==> src/rtl/mulflag_pkg.sv <==
package mulflag_pkg;
   typedef enum logic [1:0] {
      MF_IDLE  = 2'd0,
      MF_RUN   = 2'd1,
      MF_FINAL = 2'd2
   } mf_state_e;
endpackage

==> src/rtl/mf_opnd_cond.sv <==
// Turns a raw operand into its magnitude and sign, for the selected size and signedness.
module mf_opnd_cond #(
   parameter int NARROW_W = 8,
   parameter int WIDE_W   = 16
) (
   input  logic [WIDE_W-1:0] raw,
   input  logic              is_signed,
   input  logic              is_wide,
   output logic [WIDE_W-1:0] mag,
   output logic              neg
);
   localparam int PAD_W = WIDE_W - NARROW_W;

   logic [WIDE_W-1:0] ext;
   logic              top_bit;

   always_comb begin
      top_bit = is_wide ? raw[WIDE_W-1] : raw[NARROW_W-1];
      neg     = is_signed & top_bit;
      if (is_wide)
         ext = raw;
      else
         ext = {{PAD_W{is_signed & raw[NARROW_W-1]}}, raw[NARROW_W-1:0]};
      mag = neg ? (~ext + WIDE_W'(1)) : ext;
   end
endmodule

==> src/rtl/mf_shift_add_core.sv <==
// Unsigned shift-and-add datapath: one partial product per step.
module mf_shift_add_core #(
   parameter int WIDE_W = 16
) (
   input  logic                clk,
   input  logic                rst_n,
   input  logic                load,
   input  logic                step,
   input  logic [WIDE_W-1:0]   mcand,
   input  logic [WIDE_W-1:0]   mplier,
   output logic [2*WIDE_W-1:0] product
);
   localparam int PW = 2 * WIDE_W;

   logic [PW-1:0]     acc_q;
   logic [PW-1:0]     mc_q;
   logic [WIDE_W-1:0] mp_q;

   always_ff @(posedge clk or negedge rst_n) begin
      if (!rst_n) begin
         acc_q <= '0;
         mc_q  <= '0;
         mp_q  <= '0;
      end else if (load) begin
         acc_q <= '0;
         mc_q  <= PW'(mcand);
         mp_q  <= mplier;
      end else if (step) begin
         if (mp_q[0])
            acc_q <= acc_q + mc_q;
         mc_q <= mc_q << 1;
         mp_q <= mp_q >> 1;
      end
   end

   assign product = acc_q;
endmodule

==> src/rtl/mf_flag_eval.sv <==
// Restores the sign, packs the halves for the selected size and evaluates the flag.
module mf_flag_eval #(
   parameter int NARROW_W = 8,
   parameter int WIDE_W   = 16
) (
   input  logic [2*WIDE_W-1:0] mag_prod,
   input  logic                negate,
   input  logic                is_signed,
   input  logic                is_wide,
   output logic [WIDE_W-1:0]   hi,
   output logic [WIDE_W-1:0]   lo,
   output logic                flag
);
   localparam int PW = 2 * WIDE_W;

   logic [PW-1:0]       res;
   logic [NARROW_W-1:0] n_hi, n_lo;
   logic [WIDE_W-1:0]   w_hi, w_lo;

   always_comb begin
      res  = negate ? (~mag_prod + PW'(1)) : mag_prod;
      n_hi = res[2*NARROW_W-1:NARROW_W];
      n_lo = res[NARROW_W-1:0];
      w_hi = res[PW-1:WIDE_W];
      w_lo = res[WIDE_W-1:0];
      if (is_wide) begin
         hi   = w_hi;
         lo   = w_lo;
         flag = is_signed ? (w_hi != {WIDE_W{w_lo[WIDE_W-1]}}) : (w_hi != '0);
      end else begin
         hi   = WIDE_W'(n_hi);
         lo   = WIDE_W'(n_lo);
         flag = is_signed ? (n_hi != {NARROW_W{n_lo[NARROW_W-1]}}) : (n_hi != '0);
      end
   end
endmodule

==> src/rtl/mulflag_unit.sv <==
module mulflag_unit
   import mulflag_pkg::*;
#(
   parameter int NARROW_W = 8,
   parameter int WIDE_W   = 16
) (
   input  logic              clk,
   input  logic              rst_n,
   input  logic              start,
   input  logic              op_signed,
   input  logic              op_wide,
   input  logic [WIDE_W-1:0] acc_in,
   input  logic [WIDE_W-1:0] src_in,
   output logic [WIDE_W-1:0] res_hi,
   output logic [WIDE_W-1:0] res_lo,
   output logic              of_flag,
   output logic              cf_flag,
   output logic              done,
   output logic              busy
);
   localparam int PW    = 2 * WIDE_W;
   localparam int CNT_W = $clog2(WIDE_W + 1);

   if (NARROW_W < 2 || WIDE_W <= NARROW_W) begin : g_bad_widths
      $error("mulflag_unit: need 2 <= NARROW_W < WIDE_W");
   end

   mf_state_e         state_q;
   logic [CNT_W-1:0]  cnt_q;
   logic              signed_q, wide_q, neg_q;
   logic              accept;

   logic [WIDE_W-1:0] raw   [2];
   logic [WIDE_W-1:0] mag   [2];
   logic              sgn   [2];

   assign raw[0] = acc_in;
   assign raw[1] = src_in;

   for (genvar g = 0; g < 2; g++) begin : g_cond
      mf_opnd_cond #(.NARROW_W(NARROW_W), .WIDE_W(WIDE_W)) u_cond (
         .raw       (raw[g]),
         .is_signed (op_signed),
         .is_wide   (op_wide),
         .mag       (mag[g]),
         .neg       (sgn[g])
      );
   end

   assign busy   = (state_q != MF_IDLE);
   assign accept = start && !busy;

   logic [PW-1:0] mag_prod;

   mf_shift_add_core #(.WIDE_W(WIDE_W)) u_core (
      .clk     (clk),
      .rst_n   (rst_n),
      .load    (accept),
      .step    (state_q == MF_RUN),
      .mcand   (mag[0]),
      .mplier  (mag[1]),
      .product (mag_prod)
   );

   logic [WIDE_W-1:0] fin_hi, fin_lo;
   logic              fin_flag;

   mf_flag_eval #(.NARROW_W(NARROW_W), .WIDE_W(WIDE_W)) u_flags (
      .mag_prod  (mag_prod),
      .negate    (neg_q),
      .is_signed (signed_q),
      .is_wide   (wide_q),
      .hi        (fin_hi),
      .lo        (fin_lo),
      .flag      (fin_flag)
   );

   always_ff @(posedge clk or negedge rst_n) begin
      if (!rst_n) begin
         state_q  <= MF_IDLE;
         cnt_q    <= '0;
         signed_q <= 1'b0;
         wide_q   <= 1'b0;
         neg_q    <= 1'b0;
         res_hi   <= '0;
         res_lo   <= '0;
         of_flag  <= 1'b0;
         cf_flag  <= 1'b0;
         done     <= 1'b0;
      end else begin
         done <= 1'b0;
         unique case (state_q)
            MF_IDLE: if (start) begin
               signed_q <= op_signed;
               wide_q   <= op_wide;
               neg_q    <= sgn[0] ^ sgn[1];
               cnt_q    <= op_wide ? CNT_W'(WIDE_W) : CNT_W'(NARROW_W);
               state_q  <= MF_RUN;
            end
            MF_RUN: begin
               cnt_q <= cnt_q - CNT_W'(1);
               if (cnt_q == CNT_W'(1))
                  state_q <= MF_FINAL;
            end
            MF_FINAL: begin
               res_hi  <= fin_hi;
               res_lo  <= fin_lo;
               of_flag <= fin_flag;
               cf_flag <= fin_flag;
               done    <= 1'b1;
               state_q <= MF_IDLE;
            end
            default: state_q <= MF_IDLE;
         endcase
      end
   end
endmodule

==> config.mk <==
export PLATFORM = sky130hd
export DESIGN_NAME = mulflag_unit
export DESIGN_NICKNAME = d
export VERILOG_FILES = /design/src/rtl/mulflag_pkg.sv /design/src/rtl/mf_opnd_cond.sv /design/src/rtl/mf_shift_add_core.sv /design/src/rtl/mf_flag_eval.sv /design/src/rtl/mulflag_unit.sv
export SDC_FILE = /design/constraint.sdc
export NUM_CORES = 1
export LEC_CHECK = 0
export ABC_AREA = 0
export BUFFER_PORTS_ARGS = -buffer_cell sky130_fd_sc_hd__buf_4
export CORE_MARGIN = 3
export CORE_UTILIZATION = 50
export CTS_BUF_LIST = sky130_fd_sc_hd__clkbuf_4 sky130_fd_sc_hd__clkbuf_8 sky130_fd_sc_hd__clkbuf_16
export DETAILED_ROUTE_END_ITERATION = 6
export GPL_TIMING_DRIVEN = 0
export PLACE_DENSITY_LB_ADDON = 0.1
export SLEW_MARGIN = 20
export SYNTH_ARGS = -nofsm -noshare
export SYNTH_HDL_FRONTEND = slang
export SYNTH_SLANG_ARGS = --single-unit
==> constraint.sdc <==
create_clock -name clk -period 8.23 [get_ports clk]
set_input_delay 1.646 -clock clk [delete_from_list [all_inputs] [get_ports clk]]
set_output_delay 1.646 -clock clk [all_outputs]
set_load 0.02 [all_outputs]
==> results of run 1 <==
cell usage in the layout (no fill, tap or decap), types with 17 or more instances in the layout:
cell / synthesis / final
a21oi_1: 53 / 53
a31oi_1: 36 / 36
buf_4: 1 / 71
clkbuf_1: 55 / 55
clkbuf_16: 0 / 17
dfrtp_1: 124 / 124
ha_1: 36 / 36
inv_1: 23 / 23
nand2_1: 201 / 201
nand3_1: 19 / 19
nor2_1: 85 / 85
o21ai_0: 112 / 112
xnor2_1: 37 / 37
xor2_1: 45 / 45
sequential cells by signal, indices dropped and copies added, names as in the netlist, 2 cells and up:
register / count
res_lo: 16
res_hi: 16
u_core.mp_q: 16
state_q: 2
u_core.mc_q: 32
u_core.product: 32
cnt_q: 5
through the flow:
stage	area [um2]	power (W)	worst slack [ps]
floorplan	8463	0.002749	4971
global placement	9266	0.003372	4519
detailed placement	9298	0.003415	4500
CTS	9930	0.004227	4541
global route	9930	0.004585	4081
finish	9930	0.004244	4519
cell type report:
class | count | area [um2]
clock inverters | 11 | 157.7
flip-flops and latches | 124 | 3103
repair buffers | 72 | 564.3
multi-input cells | 843 | 5035
fillers | 1519 | 6301
inverters | 23 | 86.33
plain buffers | 60 | 239.0
clock buffers | 21 | 474.2
well taps | 216 | 270.3
cell usage after synthesis, drive strengths merged, types with 3 or more instances:
cell | n | area [um2]
nand2 | 201 | 754.5
dfrtp | 124 | 3103
o21ai | 113 | 565.5
nor2 | 85 | 319.1
clkbuf | 56 | 211.5
a21oi | 53 | 265.3
xor2 | 45 | 394.1
xnor2 | 37 | 324.1
a31oi | 36 | 225.2
ha | 36 | 450.4
inv | 23 | 86.33
nand3 | 19 | 95.09
o31ai | 15 | 112.6
nand2b | 14 | 87.58
nor3 | 14 | 70.07
or3 | 14 | 87.58
a21o | 13 | 97.59
o41ai | 13 | 113.9
and2 | 11 | 68.82
a22o | 10 | 87.58
nor4 | 10 | 62.56
mux2i | 8 | 80.08
nor2b | 8 | 50.05
and3 | 7 | 43.79
a211oi | 6 | 45.04
nand4 | 6 | 37.54
nor3b | 5 | 37.54
or2 | 5 | 31.28
buf | 4 | 27.52
o211ai | 4 | 30.03
o22ai | 4 | 25.02
or4 | 4 | 33.78
a2111oi | 3 | 26.28
a22oi | 3 | 22.52
a32o | 3 | 30.03
mux2 | 3 | 33.78
nor4b | 3 | 26.28
o21a | 3 | 22.52
or4b | 3 | 33.78
per-layer routing:
| layer | up-vias | track usage (%) | share of wire [%] |
|---|---|---|---|
| met4 | 0 | 10.13 | 2.9 |
| met5 | - | 0 | 0 |
| met1 | 3739 | 33.79 | 46 |
| li1 | 3928 | - | - |
| met3 | 47 | 3.812 | 4.7 |
| met2 | 237 | 42.71 | 47 |
logic make-up after synthesis:
family                   after synthesis  share of synthesized area, %
AND/OR/NAND/NOR                      414                         22.24
AO/OA/AOI/OAI                        299                         21.87
flip-flops                           124                         36.66
buffers and inverters                 83                         3.844
XOR/XNOR                              82                         8.486
adder cells (fa/ha/maj)               37                         5.559
multiplexers                          11                         1.345
worst register-to-register path, delay by kind of cell (launching register included):
family                     cells  cell delay (ps)
xor gates and xnor gates       1              160
buffers and inverters          1              190
adders and majority gates      1              340
DFF                            1              490
AOI/OAI and AO/OA              8             2410
path summary, 6_finish.rpt:
kind                                             endpoint  slack (ps)  cells past startpoint                      startpoint
hold reg to reg                     res_hi[1]$_DFFE_PN0P_         470                      2           res_hi[1]$_DFFE_PN0P_
max in group asynchronous      u_core.mc_q[1]$_DFFE_PN0P_        6340                      2                           rst_n
setup reg to reg           u_core.product[30]$_DFFE_PN0P_        4520                     11  u_core.product[13]$_DFFE_PN0P_
min in group asynchronous           res_hi[7]$_DFFE_PN0P_        1130                      1                           rst_n
hold / removal                      res_hi[1]$_DFFE_PN0P_         470                      2           res_hi[1]$_DFFE_PN0P_
setup / recovery           u_core.product[30]$_DFFE_PN0P_        4520                     11  u_core.product[13]$_DFFE_PN0P_
power groups by stage:
| stage | combinational [W] | sequential [W] | clock [W] |
|---|---|---|---|
| global route | 0.00254 | 0.00121 | 0.000837 |
| detailed placement | 0.00224 | 0.00117 | 0 |
| CTS | 0.00226 | 0.00116 | 0.000808 |
| finish | 0.00227 | 0.00117 | 0.000802 |
| global placement | 0.00221 | 0.00116 | 0 |
| floorplan | 0.00158 | 0.00117 | 0 |
==> metrics, run 1 <==
run status=complete, no violations; Reg power frac=27.5%; Worst Path Max Fanout=8; Setup crit end kind=register; Finished Layout Cells=about 1,400; I/O pin count=between 70 and 80; First DRT Iteration DRCs=a little under 600; largest net degree at the start of global routing=83; Cell Chain, Critical Path=ha_1 -> clkbuf_1 -> a2111oi_0 -> o21ai_0 -> o311ai_0 -> o22ai_1 -> o41ai_1 -> o21ai_0 -> a21oi_1 -> xor2_1 -> o21ai_0; grt ovf=0; total inserted antenna cells=0; Synth Net Count=between 1,000 and 1,500; DR DRC count=0; initial antenna violation count=0; RSZ-0062 raised after global routing=false; Routed Antenna Nets=0; EDFF count, synth=0; endpoints failing setup=0; Ys Warns=0; CP peak stage delay=approximately 760 ps; Post-Syn Instances=~1,100; Crit Path Class=reg -> reg; CTS hold repair buffers=0; total iterations of the first detailed-routing run=5; Switch Pwr=roughly 0.0019 W; Slew @ Worst Pin=about 800 ps; buffers and inverters on the worst path=1; worst vdd ir=between 0.15 and 0.2 mV; drt wl/cell=16.69 um; gp weighted congestion=just over 0.9; hold_ws=470.2 ps; core area=between 0.015 and 0.02 mm2; Via-to-Cell Ratio=around 5.8; Startpoint Class=register; routed via count=slightly below 8,000; Peak Freq=269.4 MHz; clk_lat worst skew=between 400 and 500 ps; critical path arrival=4000 ps; CTS Buffer Depth=2; Syn Area/Cell=roughly 8.1 um2; placed insts=1,338; CP dominant cell by count=o21ai_0; # port buffers=71; static leakage=approximately 4.4 nW; CTS sink cnt=approximately 120; initial core utilization=a little over half; Post-Route WL=approximately 23,000 um; layout cells sized above 1=a little over a tenth; post-synthesis sequential area ratio=between 30% and 40%; die width=between 100 and 150 um; combinational cell fraction of total power=between 50% and 60%; Yosys cell types=between 60 and 70; Die Y=approximately 140 um; Max-slew headroom=between 40% and 50%; Worst-path clk slew=about 60 ps; setup skew after layout=between 10 and 15 ps; final-report hold violation count=0; final period utilization=a little under half; post-CTS sizing=0; vias in the first global route=around 7,500; synth-to-layout area growth=17.33%; delay-heaviest family, CP=compound AO/OA/AOI/OAI gates; Util after Layout=about three fifths; TritonCTS Buffers=17; switch share=~46%; Main synth FF type=dfrtp_1; TritonCTS clock tree=done; site row count=between 40 and 50; Worst Path Required=roughly 8500 ps; max-cap violations=0; setup TNS=0 ps; HP Class=reg -> reg; gr usage total=about a quarter; #FFs+latches synth=between 100 and 150; final period demand of the worst path=about 3700 ps; Int Pwr=0.002304 W; first-pass GRT wire length=about 38,000 um; setup bufs post-CTS=0; asr flop ratio synth=100.0%; Post-DP HPWL=roughly 17,000 um; Clock power frac=a little under a fifth; slowest CP cell=o41ai_1; Die Area=0.01852 mm2; htree depth=4; Pwr Density=around 430 mW/mm2; Post-Syn Area=approximately 0.0085 mm2; clk root buf=clkbuf_16; Final Net Count=roughly 1,200; Slew Limit Fails=0
Note: power is estimated with default switching activity, not from simulation.
==> run 2, diff against run 1 <==
- clock period: 8.23 -> 3.4 ns (I/O delays scaled with it)
==> run 2 against run 1 <==
Global-route usage is 0.12 points higher. Register-to-register slack got worse by 4400 ps. Flip-flop and latch count unchanged. Clock-buffer cell count unchanged. Design area up 2.1%. Combinational power grew to 2.5 times the previous value. Critical path depth shrank 1. Worst setup slack lost 4400 ps. Sequential share of layout area shrank 0.60 points. Die area is the same. Clock power increased by 140%. Power is 150% higher. Largest cell class unchanged.
==> metrics, run 2 (same netlist as run 1, synthesis figures left out) <==
die width=136.1 um (unchanged); register area=0.003108 mm2 (was 0.003103 mm2); grt ovf=0 (unchanged); Die Y=136.1 um (unchanged); site row count=46 (unchanged); # port buffers=71 (unchanged); Slew Limit Fails=0 (unchanged); clk_lat worst skew=430 ps (about the same); gp weighted congestion=0.9270 (unchanged); multi-input logic area=0.005156 mm2 (was 0.005035 mm2); final-report hold violation count=0 (unchanged); fill count=1,493 (was 1,519); Setup crit end kind=register (unchanged); static leakage=4.474 nW (was 4.392 nW); critical path arrival=3580 ps (was 4000 ps); clk root buf=clkbuf_16 (unchanged); core area=0.01623 mm2 (unchanged); reg2reg start=u_core.product[8]$_DFFE_PN0P_ (was u_core.product[13]$_DFFE_PN0P_); Worst Setup EP=cf_flag$_DFFE_PN0P_ (was u_core.product[30]$_DFFE_PN0P_); routed via count=7,936 (was 7,951); Crit Path Class=reg -> reg (unchanged); run status=complete, no violations (unchanged); CTS sink cnt=124 (unchanged); setup skew after layout=9.531 ps (was 10.03 ps); HP Class=in -> async (was reg -> reg); largest net degree at the start of global routing=83 (unchanged); htree depth=4 (unchanged); r2r endpoint=cf_flag$_DFFE_PN0P_ (was u_core.product[30]$_DFFE_PN0P_); Pwr Density=1033 mW/mm2 (was 427.4 mW/mm2); most common cell after layout, fill and taps aside=nand2_1 (unchanged); WL met1=10,410 um (was 10,440 um); Peak Freq=305.7 MHz (was 269.4 MHz); setup slack after layout=128.4 ps (was 4519 ps); Post-Route WL=22,980 um (was 22,870 um); total iterations of the first detailed-routing run=5 (unchanged); vias in the first global route=7,549 (was 7,525); most frequent cells in the layout=201 x nand2_1, 120 x dfrtp_1, 111 x o21ai_0, 85 x nor2_1, 85 x buf_4 (was 201 x nand2_1, 124 x dfrtp_1, 112 x o21ai_0, 85 x nor2_1, 71 x buf_4); initial antenna violation count=0 (unchanged); first-pass GRT wire length=38,010 um (was 37,860 um); Slew @ Worst Pin=679.1 ps (was 798.4 ps); Worst-path clk slew=60 ps (about the same); total inserted antenna cells=0 (unchanged); placed inst area=0.009298 mm2 (unchanged); layout cells sized above 1=13.50% (was 10.75%); top layer used by detailed routing=met4 (unchanged); max-cap violations=0 (unchanged); Startpoint Class=register (unchanged); Worst Path Max Fanout=8 (unchanged); CTS hold repair buffers=0 (unchanged); metal3 WL=1089 um (was 1067 um); Die Area=0.01852 mm2 (unchanged); final period demand of the worst path=3272 ps (was 3711 ps); Worst Path Required=3700 ps (was 8520 ps); Post-DP HPWL=17,410 um (unchanged); Final Net Count=1,224 (was 1,215); Max-slew headroom=54.13% (was 46.08%); metal2 WL=10,850 um (was 10,680 um); pre-CTS WS=-284.1 ps (was 4500 ps); TritonCTS Buffers=17 (unchanged); RSZ-0062 raised after global routing=false (unchanged); gr usage total=25.81% (was 25.69%); synth-to-layout area growth=19.83% (was 17.33%); final period utilization=96.22% (was 45.10%); Via-to-Cell Ratio=5.755 (was 5.804); CP startpoint=u_core.product[8]$_DFFE_PN0P_ (was u_core.product[13]$_DFFE_PN0P_); Routed Antenna Nets=0 (unchanged); initial core utilization=52.14% (unchanged); drt wl/cell=16.66 um (was 16.69 um); hold_ws=170.3 ps (was 470.2 ps); I/O pin count=73 (unchanged); TritonCTS clock tree=done (unchanged); endpoints failing setup=0 (unchanged); First DRT Iteration DRCs=600 (was 594); worst vdd ir=0.4733 mV (was 0.1760 mV); reg2reg setup slack=130 ps (was 4520 ps); worst reg2reg path depth=10 (was 11); CTS Buffer Depth=2 (unchanged); fin area=0.01014 mm2 (was 0.009930 mm2); DR DRC count=0 (unchanged)
==> run 2: cell types whose count changed in the layout (fill, tap and decap cells not counted), moves of 3 or more <==
cell	before	now
a2111oi_0	3	0
buf_4	71	85
clkbuf_1	55	51
dfrtp_1	124	120
dfrtp_2	0	4
o41ai_1	13	8
o41ai_2	0	4
==> run 2: routing by layer <==
| metal | vias to the layer above | track usage, % |
|---|---|---|
| li1 | 3946 | - |
| met1 | 3727 | 33.83 |
| met2 | 225 | 43.31 |
| met3 | 38 | 3.405 |
| met4 | 0 | 10.30 |
| met5 | - | 0 |
==> run 2: timing repair <==
action	in CTS	in global routing
pin swaps	2	9
resized for setup	10	20
endpoints found under the setup margin	5	5
gates cloned	0	0
buffers inserted	1	13
==> run 2: worst min path at each step <==
stage | slack, ps | from | end
after detailed placement | 460 | res_hi[1]$_DFFE_PN0P_ | res_hi[1]$_DFFE_PN0P_
after global routing | 200 | rst_n | res_lo[2]$_DFFE_PN0P_
final | 170 | rst_n | res_hi[7]$_DFFE_PN0P_
after CTS | 170 | rst_n | res_lo[2]$_DFFE_PN0P_
after floorplan | 380 | rst_n | cf_flag$_DFFE_PN0P_
after global placement | 450 | res_hi[1]$_DFFE_PN0P_ | res_hi[1]$_DFFE_PN0P_
==> run 2: where the power goes <==
part | switching (W) | leakage, nW | internal (W) | total [W]
Sequential | 0.000704 | 1.50 | 0.00215 | 0.00286
Clock | 0.000711 | 0.304 | 0.00123 | 0.00194
Combinational | 0.00337 | 2.67 | 0.00231 | 0.00568
==> run 2: through the flow <==
step                      setup TNS [ps]  instances  total power (W)  util, %
final                                  0       1379          0.01048    62.48
after floorplan                        0       1050         0.006655        -
after global routing                   0       1379          0.01131    62.48
after CTS                              0       1371          0.01030    61.64
after detailed placement          -728.9       1338         0.008267    57.28
after global placement            -619.3       1337         0.008163    57.09
==> run 2: layout make-up <==
| type | count | share of cell area, % |
|---|---|---|
| flip-flops and latches | 124 | 30.65 |
| repair buffers | 86 | 6.601 |
| multi-input cells | 843 | 50.85 |
| inverters | 23 | 0.8513 |
| plain buffers | 55 | 2.159 |
| well taps | 216 | 2.665 |
| clock inverters | 11 | 1.555 |
| clock buffers | 21 | 4.676 |
==> run 2: critical path, stage by stage (launching register included) <==
cell and delay [ps]:
dfrtp_2 420, or4_4 550, or4b_4 560, or3_1 360, buf_6 150, or3_1 300
a31oi_1 170, o2111a_1 220, nand3_1 70, o311ai_1 270, nand2_1 80
==> run 3, diff against run 2 <==
- BUFFER_PORTS_ARGS: -buffer_cell sky130_fd_sc_hd__buf_4 -> -buffer_cell sky130_fd_sc_hd__buf_2
- CORE_MARGIN: 3 -> unset
- SKIP_CTS_REPAIR_TIMING: unset -> 1
==> run 3 against run 2 <==
Non-clock buffer count up 4. Flip-flop and latch count unchanged. Clock skew about the same.
==> metrics, run 3 (same netlist as run 1, synthesis figures left out) <==
htree depth=4 (unchanged); Peak Freq=303.5 MHz (was 305.7 MHz); delay-heaviest family, CP=simple AND/OR/NAND/NOR gates (unchanged); Slew Limit Fails=0 (unchanged); Finished Layout Cells=1,387 (was 1,379); total inserted antenna cells=0 (unchanged); CTS sink cnt=124 (unchanged); routed via count=7,916 (was 7,936); largest net degree at the start of global routing=47 (was 83); grt ovf=0 (unchanged); Worst Path Required=3700 ps (about the same); max-cap violations=0 (unchanged); TritonCTS clock tree=done (unchanged); total iterations of the first detailed-routing run=5 (unchanged); buffers and inverters on the worst path=2 (was 1); Worst Path Max Fanout=8 (unchanged); I/O pin count=73 (unchanged); Pwr Density=1020 mW/mm2 (was 1033 mW/mm2); # port buffers=71 (unchanged); CTS Buffer Depth=2 (unchanged); Setup crit end kind=register (unchanged); register area=0.003107 mm2 (was 0.003108 mm2); Post-DP HPWL=17,100 um (was 17,410 um); layout cells sized above 1=13.37% (was 13.50%); r2r endpoint=cf_flag$_DFFE_PN0P_ (unchanged); final period demand of the worst path=3294 ps (was 3272 ps); Max-slew headroom=52.89% (was 54.13%); die width=132.1 um (was 136.1 um); core area=0.01658 mm2 (was 0.01623 mm2); reg2reg start=u_core.product[6]$_DFFE_PN0P_ (was u_core.product[8]$_DFFE_PN0P_); placed inst area=0.009155 mm2 (was 0.009298 mm2); initial core utilization=51.03% (was 52.14%); initial antenna violation count=0 (unchanged); multi-input logic area=0.005145 mm2 (was 0.005156 mm2); critical path arrival=3600 ps (was 3580 ps); CP peak stage delay=550 ps (was 560 ps); Post-Route WL=22,370 um (was 22,980 um); endpoints failing setup=0 (unchanged); most frequent cells in the layout=201 x nand2_1, 121 x dfrtp_1, 111 x o21ai_0, 85 x nor2_1, 71 x buf_2 (was 201 x nand2_1, 120 x dfrtp_1, 111 x o21ai_0, 85 x nor2_1, 85 x buf_4); worst reg2reg path depth=11 (was 10); site row count=47 (was 46); slowest CP cell=or4_4 (was or4b_4); fin area=0.009953 mm2 (was 0.01014 mm2); Via-to-Cell Ratio=5.707 (was 5.755); gp weighted congestion=0.9320 (was 0.9270); setup slack after layout=105.6 ps (was 128.4 ps); clk_lat worst skew=420 ps (was 430 ps); vias in the first global route=7,439 (was 7,549); synth-to-layout area growth=17.61% (was 19.83%); Startpoint Class=register (unchanged); first-pass GRT wire length=37,030 um (was 38,010 um); HP Class=in -> async (unchanged); Die Area=0.01745 mm2 (was 0.01852 mm2); Die Y=132.1 um (was 136.1 um); Final Net Count=1,228 (was 1,224); worst vdd ir=0.4473 mV (was 0.4733 mV); reg2reg setup slack=110 ps (was 130 ps); final period utilization=96.89% (was 96.22%); Cell Chain, Critical Path=or4_4 -> or4b_4 -> buf_6 -> or3_1 -> buf_2 -> or3_1 -> a31oi_1 -> o2111a_1 -> nand3_1 -> o311ai_1 -> nand2_1 (was or4_4 -> or4b_4 -> or3_1 -> buf_6 -> or3_1 -> a31oi_1 -> o2111a_1 -> nand3_1 -> o311ai_1 -> nand2_1); clk root buf=clkbuf_16 (unchanged); run status=complete, no violations (unchanged); First DRT Iteration DRCs=558 (was 600); Worst-path clk slew=60 ps (about the same); Slew @ Worst Pin=706.6 ps (was 679.1 ps); CP dominant cell by count=or3_1 (unchanged); setup skew after layout=9.478 ps (was 9.531 ps); Crit Path Class=reg -> reg (unchanged); fill count=1,538 (was 1,493); Routed Antenna Nets=0 (unchanged); hold_ws=143.8 ps (was 170.3 ps); gr usage total=26.73% (was 25.81%); static leakage=4.407 nW (was 4.474 nW); TritonCTS Buffers=17 (unchanged); drt wl/cell=16.12 um (was 16.66 um); pre-CTS WS=-200.4 ps (was -284.1 ps); most common cell after layout, fill and taps aside=nand2_1 (unchanged); final-report hold violation count=0 (unchanged); placed insts=1,343 (was 1,338); stages on the worst setup path=11 (was 10); DR DRC count=0 (unchanged); CP startpoint=u_core.product[6]$_DFFE_PN0P_ (was u_core.product[8]$_DFFE_PN0P_)
[run 3: area by class of cell]
cell class,count,share of cell area (%)
clock inverter,11,1.069
inverter,23,0.8674
multi-input combinational,843,51.69
clock buffer,21,4.827
tap,220,2.766
sequential,124,31.21
buffer,58,2.326
timing repair buffer,87,5.242
[run 3: power breakdown]
part	internal [W]	switching (W)	leakage [nW]
logic	0.00219	0.00335	2.63
registers	0.00215	0.000669	1.50
clock network	0.00109	0.000704	0.282
[run 3: stage by stage]
stage | total power [W] | utilization [%] | TNS, ps
final | 0.01015 | 60.02 | 0
after global routing | 0.01097 | 60.02 | -3.175
after CTS | 0.009942 | 58.74 | -462.8
after detailed placement | 0.008127 | 55.21 | -381.2
after global placement | 0.008035 | 54.84 | -367.4
after floorplan | 0.006655 | - | 0
[run 3: routing by layer]
metal  up-vias  share of wire [%]  GRT usage (%)  wire length [um]
li1       3961                  -              -                 -
met1      3715                 46          35.38             10270
met2       206                 48          44.71             10750
met3        34                4.2          3.652               937
met4         0                1.8          9.755               408
met5         -                  0              0                 0
[run 3: how the worst max path moves through the flow]
| stage | endpoint | slack, ps |
|---|---|---|
| global placement | cf_flag$_DFFE_PN0P_ | -200 |
| global route | cf_flag$_DFFE_PN0P_ | -3 |
| detailed placement | u_core.product[30]$_DFFE_PN0P_ | -200 |
| floorplan | cf_flag$_DFFE_PN0P_ | 220 |
| CTS | u_core.product[30]$_DFFE_PN0P_ | -220 |
| finish | cf_flag$_DFFE_PN0P_ | 110 |
